**config.mk**
```make
export PLATFORM = sky130hd
export DESIGN_NAME = npc_unit
export DESIGN_NICKNAME = d
export VERILOG_FILES = /design/src/rtl/npc_pkg.sv /design/src/rtl/npc_ctrl.sv /design/src/rtl/npc_dpath.sv /design/src/rtl/npc_unit.sv
export SDC_FILE = /design/constraint.sdc
export NUM_CORES = 1
export LEC_CHECK = 0
export BUFFER_PORTS_ARGS = -buffer_cell sky130_fd_sc_hd__clkbuf_2
export CORE_MARGIN = 3
export CORE_UTILIZATION = 30
export CTS_CLUSTER_DIAMETER = 120
export CTS_CLUSTER_SIZE = 24
export DETAILED_ROUTE_END_ITERATION = 7
export GPL_ROUTABILITY_DRIVEN = 0
export PLACE_DENSITY = 0.67
export SYNTH_ARGS = -nofsm -noshare
export SYNTH_HDL_FRONTEND = slang
export SYNTH_HIERARCHICAL = 1
export SYNTH_SLANG_ARGS = --single-unit
```
**constraint.sdc**
```tcl
create_clock -name clk -period 3.5 [get_ports clk]
set_input_delay 0.7 -clock clk [delete_from_list [all_inputs] [get_ports clk]]
set_output_delay 0.7 -clock clk [all_outputs]
set_load 0.01 [all_outputs]
```
**src/rtl/npc_pkg.sv**
```systemverilog
package npc_pkg;
  localparam logic [5:0] OP_SPECIAL = 6'd0;
  localparam logic [5:0] OP_REGIMM  = 6'd1;
  localparam logic [5:0] OP_J       = 6'd2;
  localparam logic [5:0] OP_JAL     = 6'd3;
  localparam logic [5:0] OP_BEQ     = 6'd4;
  localparam logic [5:0] OP_BNE     = 6'd5;
  localparam logic [5:0] OP_BLEZ    = 6'd6;
  localparam logic [5:0] OP_BGTZ    = 6'd7;
  localparam logic [5:0] FN_JR      = 6'd8;
  localparam logic [5:0] FN_JALR    = 6'd9;
  localparam logic [4:0] RI_LTZ     = 5'd0;
  localparam logic [4:0] RI_GEZ     = 5'd1;

  typedef enum logic [1:0] {
    PC_SEQ    = 2'd0,
    PC_BRANCH = 2'd1,
    PC_JUMP   = 2'd2,
    PC_REG    = 2'd3
  } pcSel_e;

  typedef struct packed {
    pcSel_e pcSel;
    logic   linkActive;
  } npcStrobes_t;

  typedef struct packed {
    logic eq;
    logic rsZero;
    logic rsNeg;
  } npcFlags_t;
endpackage

```
**src/rtl/npc_ctrl.sv**
```systemverilog
module npc_ctrl
  import npc_pkg::*;
(
  input  logic [5:0]  opcode,
  input  logic [4:0]  rtField,
  input  logic [5:0]  funct,
  input  npcFlags_t   flags,
  output npcStrobes_t strobes
);
  always_comb begin
    strobes.pcSel      = PC_SEQ;
    strobes.linkActive = 1'b0;
    case (opcode)
      OP_SPECIAL: begin
        if (funct == FN_JR) begin
          strobes.pcSel = PC_REG;
        end else if (funct == FN_JALR) begin
          strobes.pcSel      = PC_REG;
          strobes.linkActive = 1'b1;
        end
      end
      OP_REGIMM: begin
        if (rtField == RI_LTZ && flags.rsNeg) strobes.pcSel = PC_BRANCH;
        if (rtField == RI_GEZ && !flags.rsNeg) strobes.pcSel = PC_BRANCH;
      end
      OP_J: strobes.pcSel = PC_JUMP;
      OP_JAL: begin
        strobes.pcSel      = PC_JUMP;
        strobes.linkActive = 1'b1;
      end
      OP_BEQ:  if (flags.eq) strobes.pcSel = PC_BRANCH;
      OP_BNE:  if (!flags.eq) strobes.pcSel = PC_BRANCH;
      OP_BLEZ: if (flags.rsNeg || flags.rsZero) strobes.pcSel = PC_BRANCH;
      OP_BGTZ: if (!flags.rsNeg && !flags.rsZero) strobes.pcSel = PC_BRANCH;
      default: strobes.pcSel = PC_SEQ;
    endcase
  end
endmodule

```
**src/rtl/npc_dpath.sv**
```systemverilog
module npc_dpath
  import npc_pkg::*;
#(
  parameter int          XLEN      = 32,
  parameter logic [31:0] RESET_VEC = 32'h0000_1000
) (
  input  logic            clk,
  input  logic            rst,
  input  logic [25:0]     instIdx,
  input  logic [XLEN-1:0] rsVal,
  input  logic [XLEN-1:0] rtVal,
  input  npcStrobes_t     strobes,
  output npcFlags_t       flags,
  output logic [XLEN-1:0] pcF,
  output logic [XLEN-1:0] pcNext,
  output logic [XLEN-1:0] linkVal
);
  localparam int SEXT_W   = XLEN - 18;
  localparam int REGION_W = XLEN - 28;

  logic [XLEN-1:0] pcSeq;
  logic [XLEN-1:0] brOffset;
  logic [XLEN-1:0] brTarget;
  logic [XLEN-1:0] jmpTarget;

  assign flags.eq     = (rsVal == rtVal);
  assign flags.rsZero = (rsVal == '0);
  assign flags.rsNeg  = rsVal[XLEN-1];

  assign pcSeq     = pcF + XLEN'(4);
  assign brOffset  = {{SEXT_W{instIdx[15]}}, instIdx[15:0], 2'b00};
  assign brTarget  = pcF + brOffset;
  assign jmpTarget = {pcF[XLEN-1 -: REGION_W], instIdx, 2'b00};
  assign linkVal   = pcSeq;

  always_comb begin
    case (strobes.pcSel)
      PC_BRANCH: pcNext = brTarget;
      PC_JUMP:   pcNext = jmpTarget;
      PC_REG:    pcNext = rsVal;
      default:   pcNext = pcSeq;
    endcase
  end

  always_ff @(posedge clk) begin
    if (rst) pcF <= RESET_VEC[XLEN-1:0];
    else     pcF <= pcNext;
  end
endmodule

```
**src/rtl/npc_unit.sv**
```systemverilog
module npc_unit
  import npc_pkg::*;
#(
  parameter int          XLEN      = 32,
  parameter logic [31:0] RESET_VEC = 32'h0000_1000
) (
  input  logic            clk,
  input  logic            rst,
  input  logic [31:0]     instX,
  input  logic [XLEN-1:0] rsVal,
  input  logic [XLEN-1:0] rtVal,
  output logic [XLEN-1:0] pcF,
  output logic [XLEN-1:0] pcNext,
  output logic [XLEN-1:0] linkVal,
  output logic            linkActive,
  output logic            redirect
);
  npcStrobes_t strobes;
  npcFlags_t   flags;

  npc_ctrl ctrl_i (
    .opcode  (instX[31:26]),
    .rtField (instX[20:16]),
    .funct   (instX[5:0]),
    .flags   (flags),
    .strobes (strobes)
  );

  npc_dpath #(.XLEN(XLEN), .RESET_VEC(RESET_VEC)) dpath_i (
    .clk     (clk),
    .rst     (rst),
    .instIdx (instX[25:0]),
    .rsVal   (rsVal),
    .rtVal   (rtVal),
    .strobes (strobes),
    .flags   (flags),
    .pcF     (pcF),
    .pcNext  (pcNext),
    .linkVal (linkVal)
  );

  assign linkActive = strobes.linkActive;
  assign redirect   = (strobes.pcSel != PC_SEQ);
endmodule

```
==> results of run 1 <==
[per-stage QoR]
step           instance area [um^2]  setup slack [ns]  total power [mW]
2_1_floorplan                  4587           -0.1806            0.7530
3_3_place_gp                   6955           -0.6522             1.131
3_5_place_dp                   6955           -0.6401             1.136
4_1_cts                        7475           -0.5225             1.633
5_1_grt                        7701           -0.6259             1.742
6_report                       7701           -0.4471             1.665
[timing repair]
action                     CTS  global route
gates resized for setup     54            67
buffers inserted            22             7
pin swaps                   22            21
setup endpoints to repair   33            35
[cell usage in the layout (no fill, tap or decap), types with 4 or more instances in the layout]
cell       netlist  final
a211oi_1        11      7
a211oi_2         2      4
a21o_1          13     13
a21oi_1         43     35
a21oi_2          1      9
a31oi_1          8      8
and2_1           6      6
and3_1          10     10
buf_12           0      7
buf_2            1     14
buf_4            3    170
buf_6            1     20
clkbuf_16        0      6
clkbuf_2         0    172
dfxtp_1         32     32
ha_1            30     30
inv_1            8      6
mux2_2           8      6
mux2i_1         12     12
mux4_2          13     13
nand2_1         49     46
nand2_2          1      4
nand2b_1         4      4
nand3_1         29     26
nand4_1         22     22
nor2_1          45     42
nor2b_1         19     18
nor3_1          12      8
nor3_2           2      5
nor4_1          20     13
nor4_2           0      7
o21ai_0         19     13
o21ai_2          1      5
xnor2_1         29     28
xor2_1          55     54
[power by group]
group / switching (mW) / internal [mW]
sequential: 0.0198 / 0.380
clock: 0.177 / 0.284
combinational: 0.410 / 0.394
total: 0.607 / 1.06
[worst register-to-register path, delay by kind of cell, from the launching register on]
kind	cells	cell delay, ns
multiplexers	1	0.14
AO/OA/AOI/OAI	2	0.37
buffers and inverters	9	1.07
AND/OR/NAND/NOR	4	1.29
flip-flops	1	0.35
[how the worst min path moves through the flow]
stage                         startpoint              to  slack, ns  cells past startpoint
after detailed placement  dpath_i/pcF[1]  dpath_i/pcF[1]       0.66                      2
after floorplan           dpath_i/pcF[0]  dpath_i/pcF[0]       0.75                      2
final                     dpath_i/pcF[1]  dpath_i/pcF[1]       0.68                      2
after CTS                 dpath_i/pcF[1]  dpath_i/pcF[1]       0.68                      2
after global placement    dpath_i/pcF[1]  dpath_i/pcF[1]       0.64                      2
after global routing      dpath_i/pcF[1]  dpath_i/pcF[1]       0.73                      2
[cells by family after synthesis]
logic type,Yosys count
mux,33
flops,32
simple gates,234
compound gates,132
fa+ha+maj,31
buf+inv,42
xor+xnor,84
[cell type report]
class	instances	area, um^2
Clock buffer	8	146.4
Sequential cell	32	640.6
Tap cell	184	230.2
Inverter	8	30.03
Multi-Input combinational cell	514	4041
Fill cell	1381	7053
Timing Repair Buffer	385	2613
[layer usage]
| metal | track usage, % | up-vias | part of all wire [%] |
|---|---|---|---|
| met5 | 0 | - | 0 |
| met4 | 11.98 | 0 | 4.9 |
| met3 | 3.792 | 70 | 8.2 |
| met2 | 41.22 | 347 | 46 |
| met1 | 32.26 | 2897 | 41 |
| li1 | - | 2902 | - |
==> summary.md, run 1 <==
| Metric | Value |
|---|---|
| Critical path launch point type | `input port` |
| Max Root-Sink Buffers | `2` |
| Setup TNS | `-11.21 ns` |
| Reg-to-Reg Start | `dpath_i/pcF[4]` |
| RR Endpoint | `dpath_i/pcF[31]` |
| Count of input and output buffers | `195` |
| Sequential area share after synthesis | `13.99%` |
| DRC violations left | `0` |
| Wire per inst | `19.44 um` |
| Gr ovfl total | `0` |
| Final worst path period need | `3.947 ns` |
| Worst Path Max Fanout | `6` |
| Post-synthesis mux area share | `10.99%` |
| Fraction of registers with async set/reset | `0%` |
| Number of cells on the critical path | `16` |
| Critical path's largest stage delay | `0.54 ns` |
| Hold_buf cts | `0` |
| DRT Pass-1 Iters | `5` |
| Die Wd | `129.5 um` |
| Most used cell, CP | `buf_6` |
| CTS Root Cell | `clkbuf_16` |
| Nets | `1075` |
| Via count | `6216` |
| Initial DRC count | `573` |
| CP Cell Sequence | `buf_6 -> xor2_2 -> nor4_2 -> buf_4 -> nand4_1 -> nor2_1 -> nor2_1 -> a21oi_2 -> xnor2_2 -> a211oi_4 -> buf_6 -> buf_6 -> nor4_1 -> a311oi_4 -> nand3_2 -> buf_6` |
| Worst Path Class, Setup | `input port to output port` |
| P_leak | `3.882 nW` |
| Initial core utilization | `31.03%` |
| Ranking of synthesized cells by area | `dfxtp_1 (14%), xor2_1 (11%), ha_1 (8.2%)` |
| Actual slew at the worst max-slew pin | `0.8921 ns` |
| Die footprint | `16780 um^2` |
| Worst Setup End Kind | `output port` |
| Final Worst Setup Slack | `-0.4471 ns` |
| Most frequent cells after synthesis | `xor2_1 (55), nand2_1 (49), nor2_1 (45)` |
| Post-Synth XOR/XNOR Area | `16.07%` |
| Hold WS | `0.6780 ns` |
| Number of CTS-inserted buffers | `5` |
| Tcrit/Tclk final | `112.8%` |
| DP Wirelength | `18.12 mm` |
| Synth Net Count | `717` |
| Cell area after synthesis | `4578 um^2` |
| Layout cells sized above 1 | `49.84%` |
| Top_reg_cell synth | `dfxtp_1` |
| CTS tree | `yes` |
| Synth area leader | `dfxtp_1` |
| Fin util | `52.20%` |
| Slew margin rel. | `40.52%` |
| CP max stage cell | `nor4_1` |
| Placed cells | `1099` |
| First-pass GRT wire length | `32.52 mm` |
| Cell Pwr Density | `216.2 nW/um^2` |
| RSZ-0062 raised after global routing | `yes` |
| Clock Sink Count | `32` |
| Critical Path Source | `rtVal[30]` |
| #FFs+latches synth | `32` |
| Failing checks | `negative setup slack` |
| Final Max Slew Viols | `0` |
| CP required | `2.80 ns` |
| Largest family of logic cells by synthesized area | `simple AND/OR/NAND/NOR gates` |
| Post-synth EDFFs | `0` |
| Worst setup path endpoint | `pcNext[28]` |
| Fraction of the mapped netlist area in adder cells | `8.636%` |
| Worst min path class | `flop to flop` |
| CP bufs+invs | `5` |
| Drt total wl | `21.98 mm` |
| Core area | `14750 um^2` |
| Largest net degree at the start of global routing | `33` |
| Post-synthesis compound-gate area fraction | `19.43%` |
| Fin cells | `1131` |
| Synth-to-Final Area Change | `68.22%` |
| Largest Register | `dpath_i/pcF` |
| Synthesized area per cell | `7.786 um^2` |
| Final Skew | `0.007336 ns` |
| Run status | `complete, but fails checks` |
| Top Ports | `196` |
| Final Hold Fails | `0` |
| Initial antenna violation count | `0` |
| Vias in the first global route | `6041` |
| Max FFs per register | `32` |
| Largest regs | `dpath_i/pcF: 32 flops` |
| Die H | `129.5 um` |
| R2R depth | `16` |
| Post-Synth Simple-Gate Area | `27.00%` |
| Most common cell in the synthesized netlist | `xor2_1` |
| Total of max-cap violations | `0` |
| Post-synthesis cell count | `588` |
| Diode count | `0` |
| Worst-Skew Late Latency | `0.29 ns` |
| Count of cell types in the netlist | `61` |
| Final setup fails | `34` |
| Global Route Usage Sum | `25.09%` |
| Highest clock rate | `253.3 MHz` |
| DRT antenna net count | `0` |
| Arr. time, crit path | `3.25 ns` |
| Warnings, synthesis | `6` |
| Cell row count | `44` |
| Clock-pin slew on the worst setup and hold paths | `0.06 ns` |
| Register-to-register setup slack | `0.18 ns` |
| Via density | `5.496` |
| Maximum vdd drop | `0.1561 mV` |
| Htree depth | `2` |
| Share of the synthesized area in the top cell type | `13.99%` |
| Cell family with most CP delay | `simple AND/OR/NAND/NOR gates` |
(Power assumes the default switching activity.)
==> inputs of run 2 (changes only) <==
--- a/config.mk
+++ b/config.mk
@@ -6,13 +6,15 @@
 export NUM_CORES = 1
 export LEC_CHECK = 0
 export BUFFER_PORTS_ARGS = -buffer_cell sky130_fd_sc_hd__clkbuf_2
+export CELL_PAD_IN_SITES_DETAIL_PLACEMENT = 1
+export CELL_PAD_IN_SITES_GLOBAL_PLACEMENT = 1
 export CORE_MARGIN = 3
 export CORE_UTILIZATION = 30
 export CTS_CLUSTER_DIAMETER = 120
 export CTS_CLUSTER_SIZE = 24
 export DETAILED_ROUTE_END_ITERATION = 7
 export GPL_ROUTABILITY_DRIVEN = 0
-export PLACE_DENSITY = 0.67
+export PLACE_DENSITY = 0.86
 export SYNTH_ARGS = -nofsm -noshare
 export SYNTH_HDL_FRONTEND = slang
 export SYNTH_HIERARCHICAL = 1
==> summary.md, run 2 (synthesis results as in run 1) <==
| Metric | Value |
|---|---|
| Final worst path period need | `4.714 ns` |
| Max Root-Sink Buffers | `2` |
| Largest net degree at the start of global routing | `33` |
| Run status | `complete, but fails checks` |
| Overall Power | `1.822 mW` |
| Number of CTS-inserted buffers | `5` |
| Cell row count | `44` |
| Worst-Skew Late Latency | `0.30 ns` |
| CTS tree | `yes` |
| Die footprint | `16780 um^2` |
| CP required | `2.80 ns` |
| Synth-to-Final Area Change | `73.60%` |
| Worst Path Max Fanout | `5` |
| P_leak | `3.966 nW` |
| Count of input and output buffers | `195` |
| Max FFs per register | `32` |
| Dpl cell area | `6863 um^2` |
| Fill count | `1789` |
| Final Worst Setup Slack | `-1.214 ns` |
| Register area | `640.6 um^2` |
| First-pass GRT wire length | `46.39 mm` |
| CTS Root Cell | `clkbuf_16` |
| DRC violations left | `0` |
| Initial DRC count | `872` |
| Final instance area | `7948 um^2` |
| Nets | `1077` |
| Slew margin rel. | `20.04%` |
| Worst Path Class, Setup | `input port to output port` |
| Final Skew | `0.008599 ns` |
| Initial core utilization | `31.03%` |
| Highest clock rate | `212.2 MHz` |
| Vias in the first global route | `7755` |
| Fin util | `53.87%` |
| Worst min path class | `flop to flop` |
| Maximum vdd drop | `0.1579 mV` |
| Arr. time, crit path | `4.01 ns` |
| Cell Pwr Density | `229.3 nW/um^2` |
| Via density | `6.831` |
| Final setup fails | `50` |
| Htree depth | `2` |
| Global Route Usage Sum | `36.59%` |
| Drt total wl | `35.87 mm` |
| Layout cells sized above 1 | `51.90%` |
| Actual slew at the worst max-slew pin | `1.199 ns` |
| Total of max-cap violations | `0` |
| DRT Pass-1 Iters | `7` |
| Hold WS | `0.7052 ns` |
| Via count | `7760` |
| Final Hold Fails | `0` |
| Gr ovfl total | `0` |
| Worst Setup End Kind | `output port` |
| Most frequent cells in the layout | `clkbuf_2 (174), buf_4 (163), xor2_1 (52)` |
| Commonest non-fill, non-tap cell in the layout | `clkbuf_2` |
| Hold_buf cts | `0` |
| DRT antenna net count | `0` |
| Failing checks | `negative setup slack` |
| DP Wirelength | `22.11 mm` |
| Largest Register | `dpath_i/pcF` |
| Die H | `129.5 um` |
| Multi-input gate area | `4227 um^2` |
| Clock Sink Count | `32` |
| Tcrit/Tclk final | `134.7%` |
| Top Ports | `196` |
| RSZ-0062 raised after global routing | `yes` |
| Largest regs | `dpath_i/pcF: 32 flops` |
| Setup TNS | `-29.32 ns` |
| Critical path launch point type | `input port` |
| Die Wd | `129.5 um` |
| Final Max Slew Viols | `0` |
| Initial antenna violation count | `5` |
| Clock-pin slew on the worst setup and hold paths | `0.06 ns` |
| Core area | `14750 um^2` |
| Wire per inst | `31.57 um` |
run 2: path summary, 6_finish.rpt:
check	slack [ns]	depth (start not counted)	end	start
max	-1.21	18	pcNext[25]	rsVal[22]
min	0.71	2	dpath_i/pcF[1]	dpath_i/pcF[1]
max reg2reg	-0.27	17	dpath_i/pcF[31]	dpath_i/pcF[3]
min reg2reg	0.71	2	dpath_i/pcF[1]	dpath_i/pcF[1]
run 2: worst max-delay path, stage by stage:
cell and delay, ns:
clkbuf_2 0.12, xor2_1 0.17, nor4_1 0.33, buf_4 0.19, nand4_1 0.14, nor2_1 0.20, nor2_1 0.09, a21oi_2 0.17
xnor2_2 0.11, a211oi_4 0.36, buf_6 0.19, nand2_1 0.11, buf_6 0.18, nor3_2 0.40, nand2_1 0.21, o21ai_4 0.11
nor2_1 0.07, buf_2 0.15
run 2: layout make-up:
| type | count | share of cell area [%] |
|---|---|---|
| inverters | 8 | 0.3778 |
| clock inverters | 1 | 0.06297 |
| repair buffers | 387 | 33.67 |
| clock buffers | 6 | 1.622 |
| multi-input cells | 514 | 53.18 |
| diodes | 4 | 0.1259 |
| flip-flops and latches | 32 | 8.060 |
| well taps | 184 | 2.897 |
run 2: timing repair:
action	in CTS	in global routing
gates resized for setup	82	81
endpoints found under the hold margin	0	0
pin swaps	31	24
setup buffers	28	15
endpoints found under the setup margin	45	46
gates cloned	1	0
run 2: layer usage:
layer,wire (um),vias to the layer above,track usage (%)
met5,12,-,0
met4,4219,2,27.63
met3,4553,385,11.09
met2,15520,803,61.13
met1,11570,3662,38.72
li1,-,2908,-
run 2: through the flow:
stage                     std cells  setup WS, ns
final                          1136        -1.214
after global routing           1134        -1.246
after CTS                      1125       -0.5980
after detailed placement       1090       -0.7844
after global placement         1090       -0.6315
after floorplan                 588       -0.1806
run 2: where the power goes:
| part | total (mW) | switching, mW | internal (mW) | leakage, nW |
|---|---|---|---|---|
| Sequential | 0.402 | 0.0217 | 0.380 | 0.260 |
| Combinational | 0.954 | 0.542 | 0.411 | 3.64 |
| Clock | 0.467 | 0.207 | 0.260 | 0.0667 |
| Total | 1.82 | 0.771 | 1.05 | 3.97 |
==> inputs of run 3 (changes only) <==
--- a/config.mk
+++ b/config.mk
@@ -9,12 +9,11 @@
 export CELL_PAD_IN_SITES_DETAIL_PLACEMENT = 1
 export CELL_PAD_IN_SITES_GLOBAL_PLACEMENT = 1
 export CORE_MARGIN = 3
-export CORE_UTILIZATION = 30
+export CORE_UTILIZATION = 31
 export CTS_CLUSTER_DIAMETER = 120
-export CTS_CLUSTER_SIZE = 24
 export DETAILED_ROUTE_END_ITERATION = 7
 export GPL_ROUTABILITY_DRIVEN = 0
-export PLACE_DENSITY = 0.86
+export PLACE_DENSITY = 0.88
 export SYNTH_ARGS = -nofsm -noshare
 export SYNTH_HDL_FRONTEND = slang
 export SYNTH_HIERARCHICAL = 1
==> summary.md, run 3 (synthesis results as in run 1) <==
| Metric | Value |
|---|---|
| Run status | `complete, but fails checks` |
| Failing checks | `max-capacitance violations, negative setup slack` |
| Largest regs | `dpath_i/pcF: 32 flops` |
| Final worst path period need | `5.149 ns` |
| Most Crowded Layer GR | `met2` |
| Clock Sink Count | `32` |
| R2R depth | `10` |
| Hold Startpoint | `dpath_i/pcF[1]` |
| Nets | `1105` |
| Htree depth | `2` |
| Final instance area | `8159 um^2` |
| Slew margin rel. | `0.6859%` |
| Count of input and output buffers | `195` |
| Synth-to-Final Area Change | `78.22%` |
| Register area | `640.6 um^2` |
| Met1 Usage GRT | `40.32%` |
| Comb pwr share | `53.0%` |
| Die Wd | `127.5 um` |
| Clock-pin slew on the worst setup and hold paths | `0.07 ns` |
| Actual slew at the worst max-slew pin | `1.476 ns` |
| Worst Path Max Fanout | `6` |
| Critical path launch point type | `input port` |
| Highest clock rate | `194.2 MHz` |
| DP Wirelength | `22.51 mm` |
| Cell Pwr Density | `231.7 nW/um^2` |
| Number of CTS-inserted buffers | `5` |
| Die H | `127.5 um` |
| Drt total wl | `37.88 mm` |
| Clock network power share | `25.6%` |
| Overall Power | `1.891 mW` |
| Total of max-cap violations | `1` |
| Register-to-register setup slack | `-0.07 ns` |
| Initial DRC count | `1123` |
| Final setup fails | `67` |
| Maximum vdd drop | `0.1716 mV` |
| Commonest non-fill, non-tap cell in the layout | `buf_4` |
| Layout cells sized above 1 | `54.20%` |
| Dpl cell area | `7043 um^2` |
| Placed cells | `1109` |
| Fin util | `57.66%` |
| Via density | `6.779` |
| Register share of total power | `21.4%` |
| Multi-input gate area | `4250 um^2` |
| P_leak | `4.059 nW` |
| Worst Path Class, Setup | `input port to output port` |
| Core area | `14150 um^2` |
| Via count | `7864` |
| Die footprint | `16260 um^2` |
| Initial antenna violation count | `7` |
| RSZ-0062 raised after global routing | `yes` |
| Top Ports | `196` |
| Largest net degree at the start of global routing | `33` |
| Sw Share | `43.14%` |
| DRT Pass-1 Iters | `6` |
| Gr ovfl total | `0` |
| Final Skew | `0.01520 ns` |
| CP required | `2.80 ns` |
| Fill count | `1729` |
| Global Route Usage Sum | `37.01%` |
| Final Max Slew Viols | `0` |
| GR Layer Usage met2 | `62.16%` |
| Switching pwr | `0.8156 mW` |
| Arr. time, crit path | `4.45 ns` |
| CTS tree | `yes` |
| First-pass GRT wire length | `46.09 mm` |
| Vias in the first global route | `7791` |
| Final Worst Setup Slack | `-1.649 ns` |
| Tcrit/Tclk final | `147.1%` |
| Worst-Skew Late Latency | `0.32 ns` |
| Reg-to-Reg Start | `dpath_i/pcF[3]` |
| Wire per inst | `32.66 um` |
| Hold depth | `2` |
| Worst min path class | `flop to flop` |
| CTS Root Cell | `clkbuf_16` |
| Max Root-Sink Buffers | `2` |
| Internal power | `1.075 mW` |
| Initial core utilization | `32.35%` |
| Hold Path Sink | `dpath_i/pcF[1]` |
| Most frequent cells in the layout | `buf_4 (198), clkbuf_2 (175), xor2_1 (51)` |
| Worst Setup End Kind | `output port` |
| DRT antenna net count | `0` |
| Final Hold Fails | `0` |
| Max FFs per register | `32` |
| M3 GR Usage | `8.403%` |
| Fin cells | `1160` |
| RR Endpoint | `dpath_i/pcF[28]` |
| Cell row count | `43` |
| Largest Register | `dpath_i/pcF` |
| Hold WS | `0.6958 ns` |
| DRC violations left | `0` |
## run 3: cell types whose count changed in the layout (fill, tap and decap cells not counted), sizes merged
cell and change:
clkinvlp +1, inv -1, clkbuf +2, buf +26
## run 3: worst max path at each step
| stage | from | endpoint | slack [ns] |
|---|---|---|---|
| 2_1_floorplan | rsVal[28] | pcNext[28] | -0.18 |
| 3_3_place_gp | rsVal[5] | pcNext[31] | -0.60 |
| 3_5_place_dp | rsVal[5] | pcNext[31] | -0.78 |
| 4_1_cts | rtVal[6] | pcNext[28] | -0.62 |
| 5_1_grt | rsVal[30] | pcNext[25] | -1.68 |
| 6_report | rsVal[30] | pcNext[25] | -1.65 |
## run 3: layer usage
metal / part of all wire (%) / vias up / routed length [um]
met1: 33 / 3681 / 12380
met5: 0.034 / - / 13
met4: 11 / 2 / 4279
li1: - / 2959 / -
met2: 44 / 847 / 16590
met3: 12 / 375 / 4614
## run 3: critical path: stages
cell and delay, ns:
clkbuf_2 0.10, buf_4 0.15, nor4_1 1.19, nand4_1 0.20
nor2_1 0.18, nor2_1 0.08, a21oi_2 0.20, xnor2_2 0.12
a211oi_4 0.29, buf_6 0.17, nand2_1 0.10, buf_4 0.21
nor3_1 0.28, nand2_1 0.15, o21ai_2 0.11, nor2_2 0.08
clkbuf_2 0.13
## run 3: final cells by class
cell class                      count  share of cell area [%]
Multi-Input combinational cell    514                   52.09
Clock inverter                      1                 0.06134
Tap cell                          180                   2.760
Timing Repair Buffer              415                   35.12
Sequential cell                    32                   7.852
Clock buffer                        6                   1.580
Inverter                            8                  0.4140
Antenna cell                        4                  0.1227
## run 3: power by group through the flow
stage	sequential [mW]	clock (mW)	combinational, mW
after global placement	0.406	0	0.726
final	0.404	0.484	1.00
after global routing	0.404	0.507	1.02
after CTS	0.401	0.464	0.836
after detailed placement	0.408	0	0.769
after floorplan	0.418	0	0.335
## run 3: metrics by stage
| stage | setup WS [ns] | setup TNS, ns |
|---|---|---|
| final | -1.649 | -66.83 |
| after global routing | -1.684 | -66.94 |
| after CTS | -0.6184 | -16.00 |
| after detailed placement | -0.7761 | -21.18 |
| after global placement | -0.6035 | -13.75 |
| after floorplan | -0.1806 | -0.2443 |
## run 3: repair_timing
item,4_1_cts,5_1_grt
setup endpoints to repair,33,49
buffers inserted,27,21
hold buffers,0,0
gates cloned,0,1
gates resized for setup,65,101
pin swaps,33,35
